### config.mk
export PLATFORM = sky130hd
export DESIGN_NAME = unlock_seq_decoder
export DESIGN_NICKNAME = d
export VERILOG_FILES = /design/src/rtl/unlock_seq_pkg.sv /design/src/rtl/unlock_seq_tracker.sv /design/src/rtl/unlock_down_timer.sv /design/src/rtl/unlock_cmd_exec.sv /design/src/rtl/unlock_seq_decoder.sv
export SDC_FILE = /design/constraint.sdc
export NUM_CORES = 1
export LEC_CHECK = 0
export ABC_AREA = 1
export ABC_CLOCK_PERIOD_IN_PS = 3300
export CAP_MARGIN = 20
export CORE_MARGIN = 1
export CORE_UTILIZATION = 48
export CTS_CLUSTER_DIAMETER = 100
export DETAILED_ROUTE_END_ITERATION = 10
export DONT_BUFFER_PORTS = 1
export PLACE_DENSITY = 0.64
export SKIP_LAST_GASP = 1
export SLEW_MARGIN = 20
export SYNTH_ARGS = -nofsm -noshare
export SYNTH_HDL_FRONTEND = slang
export SYNTH_HIERARCHICAL = 1
export SYNTH_SLANG_ARGS = --single-unit
### constraint.sdc
create_clock -name clk -period 3.3 [get_ports clk]
set_input_delay 0.165 -clock clk [delete_from_list [all_inputs] [get_ports clk]]
set_output_delay 0.165 -clock clk [all_outputs]
set_load 0.005 [all_outputs]
### src/rtl/unlock_seq_pkg.sv
package unlock_seq_pkg;

    localparam int ADDR_W = 17;
    localparam int DATA_W = 8;
    localparam int CMP_W  = 15;

    localparam logic [CMP_W-1:0]  KEY_A_ADDR = 15'h5555;
    localparam logic [DATA_W-1:0] KEY_A_DATA = 8'hAA;
    localparam logic [CMP_W-1:0]  KEY_B_ADDR = 15'h2AAA;
    localparam logic [DATA_W-1:0] KEY_B_DATA = 8'h55;

    localparam logic [DATA_W-1:0] OP_ARM    = 8'hA0;
    localparam logic [DATA_W-1:0] OP_ID_IN  = 8'h90;
    localparam logic [DATA_W-1:0] OP_ID_OUT = 8'hF0;
    localparam logic [DATA_W-1:0] OP_EXT    = 8'h80;
    localparam logic [DATA_W-1:0] OP_UNPROT = 8'h20;
    localparam logic [DATA_W-1:0] OP_ERASE  = 8'h10;
    localparam logic [DATA_W-1:0] OP_ID_ALT = 8'h60;

    typedef enum logic [2:0] {
        ST_IDLE, ST_K1, ST_K2, ST_K3, ST_K4, ST_K5
    } seq_state_t;

    typedef enum logic [2:0] {
        CMD_NONE, CMD_PLAIN, CMD_ARM, CMD_UNPROT, CMD_ERASE, CMD_ID_IN, CMD_ID_OUT
    } cmd_t;

    typedef struct packed {
        logic [ADDR_W-1:0] addr;
        logic [DATA_W-1:0] data;
    } bus_beat_t;

    typedef struct packed {
        logic arm;
        logic unprot;
        logic erase;
        logic id_in;
        logic id_out;
    } pulse_t;

    function automatic logic beat_is(bus_beat_t b, logic [CMP_W-1:0] a, logic [DATA_W-1:0] d);
        return (b.addr[CMP_W-1:0] == a) && (b.data == d);
    endfunction

    function automatic logic at_key_a(bus_beat_t b);
        return b.addr[CMP_W-1:0] == KEY_A_ADDR;
    endfunction

endpackage

### src/rtl/unlock_seq_tracker.sv
module unlock_seq_tracker
    import unlock_seq_pkg::*;
(
    input  logic      clk,
    input  logic      rst,
    input  logic      beat_vld,
    input  bus_beat_t beat,
    output cmd_t      cmd
);

    seq_state_t state_q, state_d;
    logic       first_key;
    logic       matched;

    always_comb begin
        state_d   = state_q;
        cmd       = CMD_NONE;
        matched   = 1'b0;
        first_key = beat_is(beat, KEY_A_ADDR, KEY_A_DATA);
        if (beat_vld) begin
            case (state_q)
                ST_IDLE, ST_K3: begin
                    if (first_key) begin
                        matched = 1'b1;
                        state_d = (state_q == ST_IDLE) ? ST_K1 : ST_K4;
                    end
                end
                ST_K1, ST_K4: begin
                    if (beat_is(beat, KEY_B_ADDR, KEY_B_DATA)) begin
                        matched = 1'b1;
                        state_d = (state_q == ST_K1) ? ST_K2 : ST_K5;
                    end
                end
                ST_K2: begin
                    if (at_key_a(beat)) begin
                        case (beat.data)
                            OP_ARM:    begin matched = 1'b1; cmd = CMD_ARM;    state_d = ST_IDLE; end
                            OP_ID_IN:  begin matched = 1'b1; cmd = CMD_ID_IN;  state_d = ST_IDLE; end
                            OP_ID_OUT: begin matched = 1'b1; cmd = CMD_ID_OUT; state_d = ST_IDLE; end
                            OP_EXT:    begin matched = 1'b1; state_d = ST_K3; end
                            default:   matched = 1'b0;
                        endcase
                    end
                end
                ST_K5: begin
                    if (at_key_a(beat)) begin
                        case (beat.data)
                            OP_UNPROT: begin matched = 1'b1; cmd = CMD_UNPROT; state_d = ST_IDLE; end
                            OP_ERASE:  begin matched = 1'b1; cmd = CMD_ERASE;  state_d = ST_IDLE; end
                            OP_ID_ALT: begin matched = 1'b1; cmd = CMD_ID_IN;  state_d = ST_IDLE; end
                            default:   matched = 1'b0;
                        endcase
                    end
                end
                default: state_d = ST_IDLE;
            endcase
            if (!matched) begin
                if (first_key) begin
                    state_d = ST_K1;
                end else begin
                    state_d = ST_IDLE;
                    cmd     = CMD_PLAIN;
                end
            end
        end
    end

    always_ff @(posedge clk) begin
        if (rst) state_q <= ST_IDLE;
        else     state_q <= state_d;
    end

endmodule

### src/rtl/unlock_down_timer.sv
module unlock_down_timer #(
    parameter int MAX = 16
) (
    input  logic clk,
    input  logic rst,
    input  logic load,
    output logic active
);

    localparam int W = (MAX < 2) ? 1 : $clog2(MAX + 1);

    logic [W-1:0] cnt_q;

    always_ff @(posedge clk) begin
        if (rst)                cnt_q <= '0;
        else if (load)          cnt_q <= W'(MAX);
        else if (cnt_q != '0)   cnt_q <= cnt_q - 1'b1;
    end

    assign active = (cnt_q != '0);

endmodule

### src/rtl/unlock_cmd_exec.sv
module unlock_cmd_exec
    import unlock_seq_pkg::*;
(
    input  logic      clk,
    input  logic      rst,
    input  cmd_t      cmd,
    input  logic      win_hit,
    input  bus_beat_t beat,
    output pulse_t    pulses,
    output logic      prot_q,
    output logic      id_q,
    output logic      load_q,
    output bus_beat_t load_beat_q,
    output logic      lock_fire
);

    assign lock_fire = (cmd == CMD_PLAIN) && prot_q;

    always_ff @(posedge clk) begin
        if (rst) begin
            pulses      <= '0;
            prot_q      <= 1'b0;
            id_q        <= 1'b0;
            load_q      <= 1'b0;
            load_beat_q <= '0;
        end else begin
            pulses <= '0;
            load_q <= 1'b0;
            if (win_hit) begin
                load_q      <= 1'b1;
                load_beat_q <= beat;
            end
            case (cmd)
                CMD_ARM:    begin pulses.arm    <= 1'b1; prot_q <= 1'b1; end
                CMD_UNPROT: begin pulses.unprot <= 1'b1; prot_q <= 1'b0; end
                CMD_ERASE:  pulses.erase <= 1'b1;
                CMD_ID_IN:  begin pulses.id_in  <= 1'b1; id_q <= 1'b1; end
                CMD_ID_OUT: begin pulses.id_out <= 1'b1; id_q <= 1'b0; end
                CMD_PLAIN: begin
                    if (!prot_q) begin
                        load_q      <= 1'b1;
                        load_beat_q <= beat;
                    end
                end
                default: ;
            endcase
        end
    end

endmodule

### src/rtl/unlock_seq_decoder.sv
module unlock_seq_decoder
    import unlock_seq_pkg::*;
#(
    parameter int WIN_CYCLES  = 16,
    parameter int LOCK_CYCLES = 12
) (
    input  logic              clk,
    input  logic              rst,
    input  logic              bus_vld,
    input  logic [ADDR_W-1:0] bus_addr,
    input  logic [DATA_W-1:0] bus_data,
    output logic              arm_pulse,
    output logic              unprot_pulse,
    output logic              erase_pulse,
    output logic              id_in_pulse,
    output logic              id_out_pulse,
    output logic              prot_on,
    output logic              id_mode,
    output logic              page_open,
    output logic              lock_busy,
    output logic              load_vld,
    output logic [ADDR_W-1:0] load_addr,
    output logic [DATA_W-1:0] load_data
);

    localparam int N_TMR = 2;

    bus_beat_t beat, load_beat;
    pulse_t    pulses;
    cmd_t      cmd;
    logic      accepted, to_tracker, win_hit, lock_fire;
    logic [N_TMR-1:0] tmr_load, tmr_active;

    assign beat       = '{addr: bus_addr, data: bus_data};
    assign accepted   = bus_vld && !lock_busy;
    assign to_tracker = accepted && !page_open;
    assign win_hit    = accepted && page_open;

    unlock_seq_tracker u_track (
        .clk      (clk),
        .rst      (rst),
        .beat_vld (to_tracker),
        .beat     (beat),
        .cmd      (cmd)
    );

    unlock_cmd_exec u_exec (
        .clk         (clk),
        .rst         (rst),
        .cmd         (cmd),
        .win_hit     (win_hit),
        .beat        (beat),
        .pulses      (pulses),
        .prot_q      (prot_on),
        .id_q        (id_mode),
        .load_q      (load_vld),
        .load_beat_q (load_beat),
        .lock_fire   (lock_fire)
    );

    assign tmr_load[0] = (cmd == CMD_ARM) || win_hit;
    assign tmr_load[1] = lock_fire;

    for (genvar t = 0; t < N_TMR; t++) begin : g_tmr
        localparam int LIM = (t == 0) ? WIN_CYCLES : LOCK_CYCLES;
        unlock_down_timer #(.MAX(LIM)) u_tmr (
            .clk    (clk),
            .rst    (rst),
            .load   (tmr_load[t]),
            .active (tmr_active[t])
        );
    end

    assign page_open    = tmr_active[0];
    assign lock_busy    = tmr_active[1];
    assign arm_pulse    = pulses.arm;
    assign unprot_pulse = pulses.unprot;
    assign erase_pulse  = pulses.erase;
    assign id_in_pulse  = pulses.id_in;
    assign id_out_pulse = pulses.id_out;
    assign load_addr    = load_beat.addr;
    assign load_data    = load_beat.data;

endmodule

==> results of run 1 <==
-- synth_stat cells --
cell type / count / area (um^2)
nand2_2: 5 / 31.3
a22oi_1: 1 / 7.51
dfxtp_1: 45 / 901
buf_8: 3 / 45.0
clkinv_1: 1 / 3.75
buf_2: 1 / 5.00
a21oi_1: 9 / 45.0
o32ai_1: 1 / 8.76
a31o_2: 1 / 8.76
nor3_1: 5 / 25.0
nand3_4: 1 / 17.5
o21ai_1: 1 / 5.00
o21bai_1: 1 / 7.51
inv_2: 10 / 37.5
xor2_1: 1 / 8.76
nand3_2: 3 / 30.0
nor3b_1: 1 / 7.51
nand4_1: 8 / 50.1
nor2_1: 95 / 357
ha_1: 3 / 37.5
nor2_4: 3 / 33.8
nor2_2: 6 / 37.5
buf_1: 2 / 7.51
o21ai_0: 6 / 30.0
nor4_1: 1 / 6.26
nor3b_2: 1 / 12.5
buf_6: 1 / 11.3
xnor2_1: 1 / 8.76
nand3_1: 23 / 115
nand2_1: 110 / 413
a21oi_2: 1 / 8.76
nor3_2: 1 / 10.0
nand3b_1: 2 / 15.0
inv_1: 62 / 233
-- stage by stage --
step	setup WS, ps	cell area [um^2]	instances
final	481	2750	491
after global routing	45.9	2750	491
after CTS	453	2750	491
after detailed placement	468	2620	481
after global placement	587	2620	481
after floorplan	970	2580	416
-- registers in the layout, indices dropped and copies added (netlist names) --
| name | flops |
|---|---|
| u_exec/load_beat_q | 25 |
| g_tmr.u_tmr/cnt_q | 9 |
| u_exec/pulses | 5 |
| u_track/state_q | 3 |
| u_exec/id_q | 1 |
| u_exec/load_q | 1 |
| u_exec/prot_q | 1 |
-- path summary, 6_finish.rpt --
kind                            depth (start not counted)  slack, ps                              endpoint                            startpoint
worst max-delay path                                   16        480     u_exec/load_beat_q[20]$_SDFF_PP0_  g_tmr[0].u_tmr/cnt_q[0]$_SDFFE_PP0P_
worst min-delay path                                    3         20       u_track/state_q[0]$_SDFFE_PP0P_                                   rst
worst max register to register                         16        480     u_exec/load_beat_q[20]$_SDFF_PP0_  g_tmr[0].u_tmr/cnt_q[0]$_SDFFE_PP0P_
worst min register to register                          1        450  g_tmr[1].u_tmr/cnt_q[0]$_SDFFE_PP0P_  g_tmr[1].u_tmr/cnt_q[0]$_SDFFE_PP0P_
-- repair_timing --
action / CTS / global route
hold endpoints to repair: 11 / 0
hold buffers: 2 / 0
setup buffers: 0 / 0
-- power groups by stage --
| stage | logic (mW) | clock network (mW) | registers (mW) |
|---|---|---|---|
| 2_1_floorplan | 0.884 | 0 | 0.847 |
| 3_3_place_gp | 0.916 | 0 | 0.876 |
| 3_5_place_dp | 0.939 | 0 | 0.880 |
| 4_1_cts | 0.946 | 0.442 | 0.867 |
| 5_1_grt | 1.11 | 0.461 | 0.896 |
| 6_report | 0.930 | 0.427 | 0.863 |
-- logic make-up after synthesis --
family	after synthesis
and+or+nand+nor	265
adders and majority gates	3
DFF	45
buffers and inverters	80
AOI/OAI and AO/OA	21
xor gates and xnor gates	2
-- final cells by class --
type	instances	share of cell area, %
Tap cell	70	3.18
Multi-Input combinational cell	291	48.6
Clock buffer	7	3.14
Clock inverter	1	1.09
Sequential cell	45	32.7
Timing Repair Buffer	4	1.27
Inverter	73	9.96
-- layer usage --
layer,wire [um],vias up
li1,-,1271
met1,2240,1011
met2,2650,55
met3,400,4
met4,64,0
met5,0,-
-- worst max-delay path, stage by stage, from the launching register on --
cell and delay, ps:
dfxtp_1 320, inv_1 100, ha_1 280, nand3_2 190, nor2_1 310, inv_1 140, nor2_1 150, nand2_1 60
o21ai_0 120, inv_2 100, nor2_2 160, nand3_4 110, nand2_2 60, buf_4 380, nand2_1 100, nand2_1 80
nor2_1 40
==> out/results.txt, run 1 <==
Num CTS Buffers = 5
commonest non-fill, non-tap cell in the layout = nand2_1
Tot Pwr = 2.22 mW
CTS max path bufs = 2
worst skew pair latency = 300 ps
post-DP HPWL = 4.13 mm
VDD IR-drop max = 0.468 mV
antenna violations before repair = 0
mux share of post-synthesis cell area = 0%
pwr/cell area = 807 nW/um^2
root buffer cell = clkbuf_8
GRT busiest layer = met2
CP Class = reg2reg
antenna-violating nets left = 0
Synth Area in Compound Gates = 4.70%
Syn Nets = 447
Core Area = 5140 um^2
clock-pin slew on the worst setup and hold paths = 80 ps
highest-count cells in the layout ignoring fill and taps = nand2_1, nor2_1, inv_1
Avg Synthesized Cell Area = 6.20 um^2
synth unique cells = 34
WL per Instance = 10.9 um
final cell utilization of the core = 53.5%
Worst slew margin = 67.2%
drt total wl = 5.35 mm
routability cong. = 0.872
Hold Vio Cnt, Final = 0
die area = 5670 um^2
Hold WC Path Type = in2reg
f_max = 355 MHz
simple logic cell fraction of the synthesized area = 45.0%
Synth Warn # = 6
minimum clock period = 2820 ps
met1 usage = 21.2%
FF+latch count, synth = 45
setup TNS = 0 ps
Seq/Total Area, Yosys = 34.9%
H-tree Lvls = 2
status = completed
nets = 451
Comb pwr share = 41.9%
Critical Path End Type = register
footprint of the multi-input gates = 1340 um^2
first-pass iteration count of the detailed router = 4
first-pass GRT wire length = 8.69 mm
Sink Count = 45
max_cap viols = 0
fraction of the mapped netlist area in adder cells = 1.45%
Syn-to-layout area delta = 6.59%
Vias/cell = 4.77
grt met3 use = 6.08%
clock power share = 19.2%
clk_skew = 6.22 ps
xor/xnor share of the synthesized area = 0.679%
Req. time, crit path = 3490 ps
critical path arrival = 3010 ps
Switching Fraction = 40.7%
worst slew pin tran = 491 ps
largest net degree at the start of global routing = 48
Storage cell area = 901 um^2
Die W = 75.3 um
initial DRC count = 89
fin crit share = 85.4%
Die H = 75.3 um
P_int = 1.32 mW
Startpoint Class = register
gr ovfl total = 0
IO Pins = 63
hold slack = 18.1 ps
Leak = 1.35 nW
effective utilization at floorplan = 50.2%
total global-route track usage = 20.0%
final setup vio count = 0
Inserted Diodes = 0
max-slew violation count = 0
CTS tree = yes
met2 Use GR = 37.3%
cell count after synthesis = 416
Post-Syn Area = 2580 um^2
layout cell share with drive strength beyond 1 = 9.74%
via count = 2341
FP Rows = 26
vias in the first global route = 2136
worst-path fanout max = 47
# fillers = 575
combinational family with the most area after synthesis = simple AND/OR/NAND/NOR gates
NetSw = 0.902 mW
residual DRC count = 0
CTS resizes = 0
unrepaired setup endpoints after global routing = no
Reg power frac = 38.9%
Port Buffers = 0
Power figures use the tool's default switching activity.
==> run 2: changes to the inputs <==
--- a/config.mk
+++ b/config.mk
@@ -6,7 +6,7 @@
 export NUM_CORES = 1
 export LEC_CHECK = 0
 export ABC_AREA = 1
-export ABC_CLOCK_PERIOD_IN_PS = 3300
+export ABC_CLOCK_PERIOD_IN_PS = 2700
 export CAP_MARGIN = 20
 export CORE_MARGIN = 1
 export CORE_UTILIZATION = 48
==> constraint.sdc (replaced) <==
create_clock -name clk -period 2.7 [get_ports clk]
set_input_delay 0.135 -clock clk [delete_from_list [all_inputs] [get_ports clk]]
set_output_delay 0.135 -clock clk [all_outputs]
set_load 0.005 [all_outputs]
==> run 2 against run 1 <==
The run now ends with negative hold slack left. Power increased by 28%. Worst hold slack lost 21 ps. Count of clock-buffer cells in the layout unchanged. Worst setup slack worse by 170 ps. Via count is 0.68% higher. Clock power up 23%. Clock skew shrank 4.3 ps. Design area grew 2.2%. Critical endpoint is now u_exec/load_beat_q[17]$_SDFF_PP0_. Largest cell class unchanged. Highest routed layer unchanged.
==> out/results.txt, run 2 (synthesis gave the netlist of run 1 again) <==
Hold Vio Cnt, Final = 1 (+1)
Biggest register = u_exec/load_beat_q
critical path arrival = 2590 ps (-420 ps)
worst slew pin tran = 489 ps (-2.37 ps)
highest-count cells in the layout ignoring fill and taps = nand2_1, nor2_1, inv_1
CTS tree = yes
Leak = 1.36 nW (+1.2%)
Inserted Diodes = 0 (unchanged)
VDD IR-drop max = 0.451 mV (-3.6%)
IO Pins = 63 (unchanged)
Startpoint Class = register
Hold WC Path Type = in2reg
residual DRC count = 0 (unchanged)
WL per Instance = 10.9 um (+0.51%)
final setup vio count = 0 (unchanged)
nets = 452 (+0.22%)
max-slew violation count = 0 (unchanged)
antenna-violating nets left = 0 (unchanged)
gr ovfl total = 0 (unchanged)
Die W = 75.3 um (unchanged)
hold slack = -2.80 ps (-20.9 ps)
H-tree Lvls = 2 (unchanged)
violated checks = negative hold slack
Port Buffers = 0 (unchanged)
vias in the first global route = 2022 (-5.3%)
minimum clock period = 2390 ps (-433 ps)
max reg flops = 25 (unchanged)
max_cap viols = 0 (unchanged)
f_max = 419 MHz (+18%)
setup TNS = 0 ps (unchanged)
Num CTS Buffers = 5 (unchanged)
setup bufs post-CTS = 0 (unchanged)
die area = 5670 um^2 (unchanged)
CTS max path bufs = 2 (unchanged)
FP Rows = 26 (unchanged)
status = finished, violations left
Die H = 75.3 um (unchanged)
final cell utilization of the core = 54.7% (+1.2 points)
drt total wl = 5.39 mm (+0.71%)
clock-pin slew on the worst setup and hold paths = 80 ps (about the same)
routability cong. = 0.819 (-6.1%)
pwr/cell area = 1010 nW/um^2 (+25%)
worst skew pair latency = 300 ps (about the same)
root buffer cell = clkbuf_8
biggest regs = u_exec/load_beat_q x25, g_tmr.u_tmr/cnt_q x9, u_exec/pulses x5
Worst slew margin = 67.4% (+0.16 points)
via count = 2357 (+0.68%)
first-pass iteration count of the detailed router = 4 (unchanged)
unrepaired setup endpoints after global routing = no
Vias/cell = 4.79 (+0.48%)
Critical Path End Type = register
commonest non-fill, non-tap cell in the layout = nand2_1
post-DP HPWL = 3.95 mm (-4.4%)
antenna violations before repair = 0 (unchanged)
effective utilization at floorplan = 50.2% (unchanged)
# fillers = 532 (-7.5%)
Sink Count = 45 (unchanged)
largest net degree at the start of global routing = 48 (unchanged)
Core Area = 5140 um^2 (unchanged)
first-pass GRT wire length = 8.36 mm (-3.9%)
initial DRC count = 150 (+69%)
CP Class = reg2reg
worst-path fanout max = 23 (-51%)
total global-route track usage = 19.3% (-0.73 points)
Req. time, crit path = 2900 ps (-590 ps)
Syn-to-layout area delta = 8.92%
clk_skew = 1.90 ps (-4.32 ps)
fin crit share = 88.4% (+2.9 points)
layout cell share with drive strength beyond 1 = 10.9% (+1.2 points)
==> run 2: cell count changes in the layout (fill, tap and decap cells not counted), sizes merged <==
cell,previous run,this run
clkbuf,7,8
==> run 2: what timing repair did <==
action                                 4_1_cts  5_1_grt
endpoints found under the hold margin       13        0
setup endpoints to repair                    0       27
hold buffers                                 2        0
resized for setup                            0        6
==> run 2: stage by stage <==
stage	hold slack, ps	std cells	area [um^2]	worst slack [ps]	power [mW]
floorplan	197	416	2580	370	2.11
global placement	200	481	2630	285	2.20
detailed placement	202	481	2630	197	2.23
CTS	4.88	491	2760	171	2.77
global route	23.7	492	2810	9.60	3.13
finish	-2.80	492	2810	315	2.84
==> run 2: worst paths after layout <==
path	start	endpoint	slack, ps	cells after the start
min reg2reg	g_tmr[1].u_tmr/cnt_q[0]$_SDFFE_PP0P_	g_tmr[1].u_tmr/cnt_q[0]$_SDFFE_PP0P_	460	1
max reg2reg	g_tmr[1].u_tmr/cnt_q[0]$_SDFFE_PP0P_	u_exec/load_beat_q[17]$_SDFF_PP0_	310	18
max	g_tmr[1].u_tmr/cnt_q[0]$_SDFFE_PP0P_	u_exec/load_beat_q[17]$_SDFF_PP0_	310	18
min	bus_addr[1]	u_exec/load_beat_q[9]$_SDFF_PP0_	-3	2
==> run 2: worst max-delay path, stage by stage, from the launching register on <==
cell and delay [ps]:
dfxtp_1 330, inv_1 110, ha_1 200, nand2_2 120, inv_2 80, nand2_1 60, nor2_2 120, inv_1 90
nor2_1 150, nand2_1 70, o21ai_0 120, inv_2 120, nor2_4 130, nand3_4 100, nand2_2 130, clkbuf_16 210
nand2_1 60, nand2_1 50, nor2_1 40
==> run 2: layout make-up <==
| type | count | area, um^2 | area share, % |
|---|---|---|---|
| sequential | 45 | 901 | 32.0 |
| multi-input combinational | 291 | 1360 | 48.4 |
| tap | 70 | 87.6 | 3.12 |
| inverter | 73 | 274 | 9.75 |
| timing repair buffer | 5 | 72.6 | 2.58 |
| clock inverter | 1 | 30.0 | 1.07 |
| clock buffer | 7 | 86.3 | 3.07 |
==> run 2: metal layers <==
layer | track usage, % | share of wire [%] | vias to the layer above
met5 | 0 | 0 | -
met4 | 6.79 | 1.4 | 0
met3 | 6.35 | 7.0 | 6
met2 | 33.5 | 47 | 48
met1 | 22.3 | 45 | 1033
li1 | - | - | 1270
==> run 2: power by group <==
part | internal [mW] | leakage, nW | switching (mW) | total, mW
Clock | 0.302 | 0.0585 | 0.225 | 0.526
Combinational | 0.505 | 0.938 | 0.760 | 1.27
Sequential | 0.888 | 0.368 | 0.161 | 1.05
Total | 1.70 | 1.36 | 1.15 | 2.84
==> run 3: changes to the inputs <==
--- a/config.mk
+++ b/config.mk
@@ -13,7 +13,7 @@
 export CTS_CLUSTER_DIAMETER = 100
 export DETAILED_ROUTE_END_ITERATION = 10
 export DONT_BUFFER_PORTS = 1
-export PLACE_DENSITY = 0.64
+export PLACE_DENSITY = 0.68
 export SKIP_LAST_GASP = 1
 export SLEW_MARGIN = 20
 export SYNTH_ARGS = -nofsm -noshare
==> run 3 against run 2 <==
Design area shrank 1.6%. The run now ends clean. Routed wire length shrank 1.9%. First-iteration DRC count shrank 36%. Clock skew grew 7.3 ps. Flip-flop and latch count is the same. Sequential share of layout area grew 0.54 points. Register-to-register slack lost 30 ps. Worst hold slack gained 14 ps. Clock power shrank 20%. Global-route usage shrank 0.54 points. Combinational power shrank 6%. Utilization shrank 0.90 points.
==> out/results.txt, run 3 (synthesis gave the netlist of run 1 again) <==
status = completed
Biggest register = u_exec/load_beat_q
Switching Fraction = 41.9% (+1.6 points)
Port Buffers = 0 (unchanged)
setup bufs post-CTS = 0 (unchanged)
die area = 5670 um^2 (unchanged)
Core Area = 5140 um^2 (unchanged)
post-route insts no fill = 491 (-0.20%)
RR Startpoint = g_tmr[1].u_tmr/cnt_q[0]$_SDFFE_PP0P_
Die W = 75.3 um (unchanged)
vias in the first global route = 1982 (-2.0%)
VDD IR-drop max = 0.598 mV (+33%)
effective utilization at floorplan = 50.2% (unchanged)
NetSw = 1.12 mW (-2.3%)
crit-path max cell delay = 330 ps (about the same)
H-tree Lvls = 2 (unchanged)
crit-path cells = inv_1, ha_1, nand2_2, inv_2, nand2_1, nor2_4, inv_1, nor2_1, nand2_1, o21ai_0, inv_2, nor2_2, nand3_4, nand2_2, buf_12, nand2_1, nand2_1, nor2_1
first-pass iteration count of the detailed router = 4 (unchanged)
clk_skew = 9.24 ps (+7.35 ps)
Vias/cell = 4.82 (+0.54%)
hold path cells = 3 (+1)
Worst slew margin = 67.8% (+0.47 points)
Die H = 75.3 um (unchanged)
commonest non-fill, non-tap cell in the layout = nand2_1
Worst R2R Setup Slack = 280 ps (-30 ps)
final setup vio count = 0 (unchanged)
IO Pins = 63 (unchanged)
Syn-to-layout area delta = 7.13%
FP Rows = 26 (unchanged)
total global-route track usage = 18.8% (-0.54 points)
highest-count cells in the layout ignoring fill and taps = nand2_1, nor2_1, inv_1
minimum clock period = 2420 ps (+31.6 ps)
placed cells = 481 (unchanged)
Num CTS Buffers = 5 (unchanged)
nets = 452 (unchanged)
Leak = 1.34 nW (-1.6%)
CP Class = reg2reg
R2R depth = 18 (unchanged)
initial DRC count = 96 (-36%)
Inserted Diodes = 0 (unchanged)
Critical Path End Type = register
Startpoint Class = register
WL per Instance = 10.8 um (-1.7%)
pwr/cell area = 965 nW/um^2 (-4.5%)
hold path start = rst
root buffer cell = clkbuf_8
hold slack = 11.1 ps (+13.9 ps)
drt total wl = 5.28 mm (-1.9%)
cell repeated most along the worst path = nand2_1
worst-path fanout max = 47 (+100%)
max reg flops = 25 (unchanged)
CTS max path bufs = 2 (unchanged)
layout cell share with drive strength beyond 1 = 10.2% (-0.69 points)
Comb pwr share = 44.7% (+0.2 points)
max_cap viols = 0 (unchanged)
P_int = 1.55 mW (-8.7%)
Hold WC Path Type = in2reg
first-pass GRT wire length = 8.08 mm (-3.3%)
Req. time, crit path = 2890 ps (about the same)
largest net degree at the start of global routing = 48 (unchanged)
critical path arrival = 2610 ps (+20 ps)
setup TNS = 0 ps (unchanged)
hold endpoint = g_tmr[0].u_tmr/cnt_q[0]$_SDFFE_PP0P_
via count = 2365 (+0.34%)
Hold Vio Cnt, Final = 0 (-1)
f_max = 414 MHz (-1.3%)
fin crit share = 89.5% (+1.2 points)
Sink Count = 45 (unchanged)
reg2reg end = u_exec/load_beat_q[17]$_SDFF_PP0_
critical path's slowest cell = dfxtp_1
antenna-violating nets left = 0 (unchanged)
gr ovfl total = 0 (unchanged)
antenna violations before repair = 0 (unchanged)
worst slew pin tran = 481 ps (-7.94 ps)
worst skew pair latency = 300 ps (about the same)
clock power share = 15.8% (-2.7 points)
unrepaired setup endpoints after global routing = no
CTS tree = yes
residual DRC count = 0 (unchanged)
clock-pin slew on the worst setup and hold paths = 80 ps (about the same)
max-slew violation count = 0 (unchanged)
biggest regs = u_exec/load_beat_q x25, g_tmr.u_tmr/cnt_q x9, u_exec/pulses x5
post-DP HPWL = 3.97 mm (+0.68%)
routability cong. = 0.873 (+6.5%)
Reg power frac = 39.5% (+2.6 points)
run 3: changes by cell type in the layout (fill, tap and decap cells not counted), sizes merged:
| cell | delta |
|---|---|
| bufinv | -1 |
| clkinvlp | +1 |
| dlygate4sd3 | +1 |
| clkbuf | -2 |
run 3: worst max-delay path by stage:
stage / endpoint / startpoint / slack [ps]
after global routing: u_exec/load_beat_q[20]$_SDFF_PP0_ / g_tmr[1].u_tmr/cnt_q[0]$_SDFFE_PP0P_ / 30
after CTS: u_exec/load_beat_q[17]$_SDFF_PP0_ / g_tmr[0].u_tmr/cnt_q[0]$_SDFFE_PP0P_ / 160
after floorplan: u_exec/load_beat_q[0]$_SDFF_PP0_ / g_tmr[0].u_tmr/cnt_q[0]$_SDFFE_PP0P_ / 370
after global placement: u_exec/load_beat_q[8]$_SDFF_PP0_ / g_tmr[0].u_tmr/cnt_q[0]$_SDFFE_PP0P_ / 290
final: u_exec/load_beat_q[17]$_SDFF_PP0_ / g_tmr[1].u_tmr/cnt_q[0]$_SDFFE_PP0P_ / 280
after detailed placement: u_exec/load_beat_q[23]$_SDFF_PP0_ / g_tmr[0].u_tmr/cnt_q[0]$_SDFFE_PP0P_ / 190
run 3: stage by stage:
stage	power, mW	setup slack (ps)	cell area, um^2	util [%]
after floorplan	2.11	370	2580	-
after global placement	2.21	292	2630	51.1
after detailed placement	2.23	195	2630	51.1
after CTS	2.67	162	2750	53.5
after global routing	2.94	34.2	2770	53.8
final	2.67	283	2770	53.8
run 3: worst max-delay path, delay by kind of cell, from the launching register on:
kind	cells	cell delay [ps]
flops	1	330
simple gates	11	1040
fa+ha+maj	1	200
compound gates	1	130
buf+inv	5	600
run 3: timing repair:
action | 4_1_cts | 5_1_grt
gates resized for setup | 0 | 4
setup endpoints to repair | 0 | 28
hold endpoints to repair | 13 | 0
hold buffers | 3 | 0
run 3: power by group through the flow:
stage               clock [mW]  sequential (mW)  combinational [mW]
finish                   0.421             1.05                1.19
global route             0.463             1.10                1.38
CTS                      0.439             1.06                1.17
detailed placement           0             1.07                1.16
global placement             0             1.07                1.14
floorplan                    0             1.03                1.08
run 3: area by class of cell:
cell class | count | area (um^2)
well taps | 70 | 87.6
clock inverters | 1 | 7.51
clock buffers | 6 | 82.6
multi-input cells | 291 | 1360
flip-flops and latches | 45 | 901
repair buffers | 5 | 57.6
fillers | 544 | 2370
inverters | 73 | 274
run 3: routing by layer:
metal  global-route usage [%]  part of all wire (%)  wire (um)
met5                        0                     0          0
met4                     6.17                   1.3         68
met3                     7.67                   9.4        498
met2                     33.5                    47       2470
met1                     20.1                    43       2250
